### config.mk
export PLATFORM = sky130hd
export DESIGN_NAME = i2c_stop_engine
export DESIGN_NICKNAME = d
export VERILOG_FILES = /design/src/rtl/i2c_stop_pkg.sv /design/src/rtl/i2c_line_sync.sv /design/src/rtl/i2c_cycle_tick.sv /design/src/rtl/i2c_baud_timer.sv /design/src/rtl/i2c_stop_engine.sv
export SDC_FILE = /design/constraint.sdc
export NUM_CORES = 1
export LEC_CHECK = 0
export CAP_MARGIN = 20
export CORE_MARGIN = 10
export CORE_UTILIZATION = 35
export DETAILED_ROUTE_END_ITERATION = 12
export SYNTH_ARGS = -nofsm -noshare
export SYNTH_HDL_FRONTEND = slang
export SYNTH_SLANG_ARGS = --single-unit
### constraint.sdc
create_clock -name clk -period 2.2 [get_ports clk]
set_input_delay 0.66 -clock clk [delete_from_list [all_inputs] [get_ports clk]]
set_output_delay 0.66 -clock clk [all_outputs]
set_load 0.02 [all_outputs]
### src/rtl/i2c_stop_pkg.sv
package i2c_stop_pkg;
    typedef enum logic [2:0] {
        ST_OFF,
        ST_HOLD,
        ST_SDA_LOW,
        ST_SCL_REL,
        ST_SCL_HIGH,
        ST_SDA_REL,
        ST_STOP_HOLD
    } stop_state_e;
endpackage

### src/rtl/i2c_line_sync.sv
module i2c_line_sync #(
    parameter int STAGES = 2
) (
    input  logic clk,
    input  logic rst_n,
    input  logic d,
    output logic q
);
    logic [STAGES-1:0] chain;

    for (genvar i = 0; i < STAGES; i++) begin : g_stage
        if (i == 0) begin : g_first
            always_ff @(posedge clk or negedge rst_n) begin
                if (!rst_n) chain[0] <= 1'b1;
                else        chain[0] <= d;
            end
        end else begin : g_next
            always_ff @(posedge clk or negedge rst_n) begin
                if (!rst_n) chain[i] <= 1'b1;
                else        chain[i] <= chain[i-1];
            end
        end
    end

    assign q = chain[STAGES-1];
endmodule

### src/rtl/i2c_cycle_tick.sv
module i2c_cycle_tick #(
    parameter int DIV = 4
) (
    input  logic clk,
    input  logic rst_n,
    output logic tick
);
    localparam int CW = (DIV > 1) ? $clog2(DIV) : 1;
    localparam logic [CW-1:0] LAST = CW'(DIV - 1);

    logic [CW-1:0] phase;

    always_ff @(posedge clk or negedge rst_n) begin
        if (!rst_n)            phase <= '0;
        else if (phase == LAST) phase <= '0;
        else                   phase <= phase + 1'b1;
    end

    assign tick = (phase == LAST);
endmodule

### src/rtl/i2c_baud_timer.sv
module i2c_baud_timer #(
    parameter int RW = 7
) (
    input  logic          clk,
    input  logic          rst_n,
    input  logic          tick,
    input  logic          load,
    input  logic [RW-1:0] reload,
    output logic          expire
);
    localparam logic [RW-1:0] ONE = RW'(1);

    logic [RW-1:0] remain;

    always_ff @(posedge clk or negedge rst_n) begin
        if (!rst_n)                      remain <= '0;
        else if (load)                   remain <= (reload == '0) ? ONE : reload;
        else if (tick && remain != '0)   remain <= remain - 1'b1;
    end

    assign expire = tick && !load && (remain == ONE);
endmodule

### src/rtl/i2c_stop_engine.sv
module i2c_stop_engine
    import i2c_stop_pkg::*;
#(
    parameter int RELOAD_W    = 7,
    parameter int CYCLE_DIV   = 4,
    parameter int SYNC_STAGES = 2
) (
    input  logic                clk,
    input  logic                rst_n,
    input  logic [RELOAD_W-1:0] brg_reload,
    input  logic                stop_set,
    input  logic                op_start,
    input  logic                ack_fall,
    input  logic                scl_in,
    input  logic                sda_in,
    output logic                scl_oe,
    output logic                sda_oe,
    output logic                stop_en,
    output logic                stop_done,
    output logic                stop_irq
);
    stop_state_e st, nxt;
    logic tick, expire, tmr_load, done_evt;
    logic scl_s, sda_s;

    i2c_line_sync #(.STAGES(SYNC_STAGES)) u_scl_sync (
        .clk(clk), .rst_n(rst_n), .d(scl_in), .q(scl_s));

    i2c_line_sync #(.STAGES(SYNC_STAGES)) u_sda_sync (
        .clk(clk), .rst_n(rst_n), .d(sda_in), .q(sda_s));

    i2c_cycle_tick #(.DIV(CYCLE_DIV)) u_tick (
        .clk(clk), .rst_n(rst_n), .tick(tick));

    i2c_baud_timer #(.RW(RELOAD_W)) u_timer (
        .clk(clk), .rst_n(rst_n), .tick(tick), .load(tmr_load),
        .reload(brg_reload), .expire(expire));

    // next-state and timer control
    always_comb begin
        nxt      = st;
        tmr_load = 1'b0;
        done_evt = 1'b0;
        unique case (st)
            ST_OFF:       if (ack_fall) nxt = ST_HOLD;
            ST_HOLD:      if (tick && stop_en) begin
                              nxt = ST_SDA_LOW;
                              tmr_load = 1'b1;
                          end
            ST_SDA_LOW:   if (expire) nxt = ST_SCL_REL;
            ST_SCL_REL:   if (tick && scl_s) begin
                              nxt = ST_SCL_HIGH;
                              tmr_load = 1'b1;
                          end
            ST_SCL_HIGH:  if (expire) nxt = ST_SDA_REL;
            ST_SDA_REL:   if (tick && sda_s) begin
                              nxt = ST_STOP_HOLD;
                              tmr_load = 1'b1;
                          end
            ST_STOP_HOLD: if (expire) begin
                              nxt = ST_OFF;
                              done_evt = 1'b1;
                          end
            default:      nxt = ST_OFF;
        endcase
    end

    // state register
    always_ff @(posedge clk or negedge rst_n) begin
        if (!rst_n) st <= ST_OFF;
        else        st <= nxt;
    end

    // line drive follows the state
    always_comb begin
        scl_oe = (st == ST_HOLD) || (st == ST_SDA_LOW);
        sda_oe = (st == ST_SDA_LOW) || (st == ST_SCL_REL) || (st == ST_SCL_HIGH);
    end

    // host-visible flags
    always_ff @(posedge clk or negedge rst_n) begin
        if (!rst_n) begin
            stop_en   <= 1'b0;
            stop_done <= 1'b0;
            stop_irq  <= 1'b0;
        end else begin
            stop_irq <= done_evt;
            if (done_evt)      stop_en <= 1'b0;
            else if (stop_set) stop_en <= 1'b1;
            if (done_evt)      stop_done <= 1'b1;
            else if (op_start) stop_done <= 1'b0;
        end
    end
endmodule

==> results of run 1 <==
## layer usage
layer | vias up | global-route usage | share of wire
met5 | - | 0 | 0
met4 | 0 | 0.0315 | 0.0039
met3 | 2 | 0.0250 | 0.053
met2 | 13 | 0.159 | 0.51
met1 | 397 | 0.0940 | 0.43
li1 | 407 | - | -
## final timing paths
check,start,end,slack (ns),cells past startpoint
max in group asynchronous,rst_n,u_sda_sync.chain[0],1.24,2
hold / removal,u_scl_sync.chain[0],u_scl_sync.q,0.37,0
setup / recovery,st[1],sda_oe,0.18,3
min in group asynchronous,rst_n,u_timer.remain[6],0.69,2
hold reg to reg,u_scl_sync.chain[0],u_scl_sync.q,0.37,0
setup reg to reg,u_timer.remain[2],u_timer.remain[2],0.29,4
## what timing repair did
item	CTS	global route
gates resized for setup	3	1
endpoints found under the hold margin	0	0
pin swaps	0	0
endpoints found under the setup margin	2	1
## sequential cells by signal (all words and copies together), names as in the netlist
| signal | cells |
|---|---|
| u_timer.remain | 7 |
| st | 3 |
| u_sda_sync.chain | 1 |
| stop_done | 1 |
| u_scl_sync.chain | 1 |
| stop_en | 1 |
| u_tick.phase | 2 |
| u_scl_sync.q | 1 |
| u_sda_sync.q | 1 |
| stop_irq | 1 |
## where the power goes
part	switching, µW	total [µW]	internal (µW)
Combinational	301	577	276
Sequential	136	584	449
Clock	106	176	70.5
## cell families after synthesis
| kind of cell | Yosys count | share of synthesized area |
|---|---|---|
| AOI/OAI and AO/OA | 21 | 0.149 |
| xor gates and xnor gates | 2 | 0.0166 |
| adders and majority gates | 4 | 0.0473 |
| buffers and inverters | 14 | 0.0567 |
| DFF | 19 | 0.454 |
| muxes | 11 | 0.112 |
| and+or+nand+nor | 30 | 0.164 |
## per-stage QoR
stage / hold slack (ns) / setup WS [ns] / std cells / area, µm² / power, µW
after CTS: 0.370 / 0.0260 / 155 / 1320 / 1360
after detailed placement: 0.354 / 0.118 / 151 / 1290 / 1200
after floorplan: 0.345 / 0.481 / 101 / 1060 / 979
after global routing: 0.371 / 0.108 / 155 / 1310 / 1440
after global placement: 0.347 / 0.175 / 151 / 1290 / 1170
final: 0.366 / 0.180 / 155 / 1310 / 1340
## worst max-delay path: stages, from the launching register on
cell and delay (ns):
dfrtp_1 0.45, inv_1 0.11, mux2_2 0.34, clkbuf_2 0.16
## layout make-up
type                    instances  area, µm²  area share
multi-input cells              68        518       0.395
flip-flops and latches         19        480       0.366
repair buffers                 23        211       0.161
well taps                      31       38.8      0.0296
inverters                      10       37.5      0.0286
clock buffers                   4       26.3      0.0200
## layout by cell type, fill, tap and decap left out, types with 2 or more instances in the layout
cell type,instances
and3_1,2
a21o_1,2
nor2_1,7
buf_4,5
clkbuf_4,3
nand2_1,4
inv_1,10
nor2b_1,2
clkdlybuf4s50_1,16
nor4_1,4
mux2i_1,4
dfrtp_1,15
dfstp_2,4
a31oi_1,2
mux2_2,7
o21ai_0,6
ha_1,4
or2_2,2
a21oi_1,3
nand3_1,2
xnor2_1,2
==> results.yml, run 1 <==
floorplan:
  start_util: 0.374
  num_rows: 19
  die_x_um: 75.0
  io_pins: 19
  die_h_um: 75.0
  die-area_mm2: 0.00562
  core-area_mm2: 0.00283
outcome:
  run_status: "finished clean"
cells_and_area:
  syn2layout_area_growth_pct: 24.0
  layout.nets: 143
  post-route-util: 0.464
  nFillCells: 264
  drive_gt1_frac: 0.202
  diodes: 0
synth:
  ys.flop_type: "dfrtp_1"
  synthTopCellsByArea: "dfrtp_1 (35%), dfstp_2 (9.9%), mux2_2 (7.4%), ha_1 (4.7%), mux2i_1 (3.8%)"
  synth_top_area_frac: 0.355
  netlist_top_cells_count: "dfrtp_1 (15), inv_1 (10), mux2_2 (7), nor2_1 (7), o21ai_0 (6)"
  async_flop_share: 1.00
  synth_area_leader_cell: "dfrtp_1"
  syn_avg_cell_area_um2: 10.5
  syn_nets: 119
  ys_types: 36
  synth_edf_count: 0
  synth_most_common_cell: "dfrtp_1"
  synth_seq_cells: 19
  ys_warn_count: 0
  syn_inst: 101
  synth_area_mm2: 0.00106
  ys_seq_area_frac: 0.454
sta:
  final.min_clock_period_ns: 2.02
  fmax_ghz: 0.495
  worstMarginPinSlew_ns: 0.495
  setup_viol: 0
  relSlewSlack: 0.669
  skew_ns: 0.00929
  maxSlewViolCount: 0
  setup_tns_ns: 0
  hold_viol: 0
  min_period_over_period: 0.918
  rsz0062_at_grt: "no"
global_routing:
  overflow: 0
  grt_usage: 0.0875
  grt_pass1_vias: 884
  antenna_found_initial: 0
  grt_max_degree: 20
  grt_pass1_wl_um: 3880
clocking:
  cts_buffers: 3
  cts_hold_buf: 0
  cts_root_buffer: "clkbuf_4"
  clock_latency_ns: 0.30
  htreeDepth: 1
  cts.clk_slew.worst_paths_ns: 0.11
  post_cts.repair.setup_buffers: 0
  clk_path_buf_depth: 2
  cts_sinks: 19
  cts_tree: "done"
hold_path:
  hold_class: "flop to flop"
place:
  io_buffers: 18
  place.gp.congestion: 0.921
  hpwl_um: 1830
critical_path:
  cp.arrival_ns: 1.36
  start_kind: "flop"
  crit_type: "flop to primary output"
  critPathMaxFanout: 6
  required_ns: 1.54
  cp-end-kind: "primary output"
detailed_routing:
  drc_errors: 0
  vias: 819
  wirelength_um: 2290
  drt-initial-drc-count: 53
  viasPerCell: 5.28
  wl_per_cell_um: 14.8
  firstDrtPassIters: 4
  antenna_left: 0
power_and_ir_drop:
  pwr_density_cell_mw_per_mm2: 1020
  ir_drop_v: 0.000500
  p_leak_uw: 0.000582
run:
  maxCapViolCount: 0
Power figures use the tool's default switching activity.
==> run 2: changes to the inputs <==
--- a/config.mk
+++ b/config.mk
@@ -7,8 +7,10 @@
 export LEC_CHECK = 0
 export CAP_MARGIN = 20
 export CORE_MARGIN = 10
-export CORE_UTILIZATION = 35
+export CORE_UTILIZATION = 50
 export DETAILED_ROUTE_END_ITERATION = 12
+export PLACE_DENSITY = 0.77
+export SLEW_MARGIN = 40
 export SYNTH_ARGS = -nofsm -noshare
 export SYNTH_HDL_FRONTEND = slang
 export SYNTH_SLANG_ARGS = --single-unit
==> results.yml, run 2 (synthesis gave the netlist of run 1 again) <==
outcome:
  run_status: "finished clean"
critical_path:
  crit_type: "flop to primary output"
  slowest_stage: "dfrtp_2"
  required_ns: 1.54
  cp.arrival_ns: 1.46
  max_stage_delay_ns: 0.45
  cp-end-kind: "primary output"
  cp_num_buf_inv: 2
  path_delay_family: "flip-flops"
  critPathMaxFanout: 4
  r2r_cells: 6
  path_cells: "inv_1 > mux2_2 > clkdlybuf4s15_1"
  start_kind: "flop"
  crit_cells: 3
hold_path:
  hold_class: "flop to flop"
  min_delay_path_depth: 0
sta:
  min_period_over_period: 0.962
  maxSlewViolCount: 0
  setup_tns_ns: 0
  hold_viol: 0
  fmax_ghz: 0.472
  skew_ns: 0.00469
  setup_viol: 0
  layout_setup_ws_ns: 0.0833
  rsz0062_at_grt: "no"
  worstMarginPinSlew_ns: 0.496
  relSlewSlack: 0.668
  final.min_clock_period_ns: 2.12
power_and_ir_drop:
  swShare: 0.398
  pwr-share-seq: 0.409
  p_clk_frac: 0.124
  p_sw_uw: 557
  ir_drop_v: 0.000766
  pwr_density_cell_mw_per_mm2: 1040
  p_leak_uw: 0.000599
  p_int_uw: 840
  pwr-share-comb: 0.468
cells_and_area:
  mostFrequentLayoutCells: "clkdlybuf4s50_1 (16), dfrtp_1 (14), inv_1 (10), buf_4 (8)"
  layout.nets: 146
  diodes: 0
  finalNonFillerCells: 154
  nFillCells: 151
  top_register: "u_timer.remain"
  final_common_cell: "clkdlybuf4s50_1"
  drive_gt1_frac: 0.236
  syn2layout_area_growth_pct: 26.6
  largest_reg_flops: 7
  largestRegisters: "u_timer.remain x7, st x3, u_tick.phase x2"
clocking:
  cts_sinks: 19
  cts_hold_buf: 0
  cts_root_buffer: "clkbuf_4"
  cts_buffers: 3
  htreeDepth: 1
  clock_latency_ns: 0.29
  clk_path_buf_depth: 2
  cts.clk_slew.worst_paths_ns: 0.11
  cts_tree: "done"
detailed_routing:
  drc_errors: 0
  viasPerCell: 5.35
  wl_per_cell_um: 14.9
  wirelength_um: 2290
  antenna_left: 0
  vias: 824
  drt-initial-drc-count: 13
  firstDrtPassIters: 3
global_routing:
  grt_usage: 0.110
  grt_pass1_vias: 808
  grt_max_degree: 20
  antenna_found_initial: 0
  overflow: 0
  grt_pass1_wl_um: 3840
place:
  dp.cells: 147
  place_ws_ns: 0.124
  place.gp.congestion: 0.873
  io_buffers: 18
  hpwl_um: 1750
run:
  maxCapViolCount: 0
floorplan:
  die_h_um: 66.0
  die-area_mm2: 0.00436
  start_util: 0.534
  num_rows: 16
  die_x_um: 66.0
  io_pins: 19
  core-area_mm2: 0.00198
run 2: layer usage:
| layer | routed length, µm | vias to the layer above | share of wire | track usage |
|---|---|---|---|---|
| li1 | - | 417 | - | - |
| met1 | 1040 | 393 | 0.45 | 0.136 |
| met2 | 1130 | 12 | 0.49 | 0.184 |
| met3 | 103 | 2 | 0.045 | 0.0305 |
| met4 | 19 | 0 | 0.0083 | 0.0236 |
| met5 | 0 | - | 0 | 0 |
run 2: power by group through the flow:
stage               logic (µW)  registers (µW)  clock network, µW
floorplan                  449             530                  0
global placement           606             566                  0
detailed placement         625             576                  0
CTS                        605             571                178
global route               722             587                200
finish                     653             571                173
run 2: timing repair:
item,CTS,global route
gates resized for setup,3,2
buffers inserted,0,3
endpoints found under the setup margin,2,1
hold endpoints to repair,0,0
run 2: worst reg2reg max path: cells and delay by family (launching register included):
kind                   cells  cell delay [ns]
muxes                      2             0.55
AOI/OAI and AO/OA          1             0.46
DFF                        1             0.43
buffers and inverters      2             0.29
and+or+nand+nor            1             0.08
run 2: stage by stage:
| stage | power [µW] | utilization | instance area (µm²) | hold slack, ns |
|---|---|---|---|---|
| 2_1_floorplan | 979 | - | 1060 | 0.345 |
| 3_3_place_gp | 1170 | 0.650 | 1290 | 0.347 |
| 3_5_place_dp | 1200 | 0.650 | 1290 | 0.349 |
| 4_1_cts | 1350 | 0.664 | 1320 | 0.366 |
| 5_1_grt | 1510 | 0.676 | 1340 | 0.371 |
| 6_report | 1400 | 0.676 | 1340 | 0.363 |
run 2: final timing paths:
path | slack [ns] | endpoint | from
max reg2reg | 0.29 | u_timer.remain[4] | st[2]
min in group asynchronous | 0.70 | st[0] | rst_n
max in group asynchronous | 1.24 | u_scl_sync.chain[0] | rst_n
min reg2reg | 0.36 | u_scl_sync.q | u_scl_sync.chain[0]
min | 0.36 | u_scl_sync.q | u_scl_sync.chain[0]
max | 0.08 | sda_oe | st[1]
run 2: final cells by class:
| type | count | area (µm²) | area share |
|---|---|---|---|
| Clock buffer | 3 | 22.5 | 0.0168 |
| Multi-Input combinational cell | 68 | 520 | 0.388 |
| Timing Repair Buffer | 26 | 239 | 0.178 |
| Inverter | 10 | 37.5 | 0.0280 |
| Tap cell | 27 | 33.8 | 0.0252 |
| Sequential cell | 19 | 482 | 0.359 |
| Clock inverter | 1 | 5.00 | 0.00373 |
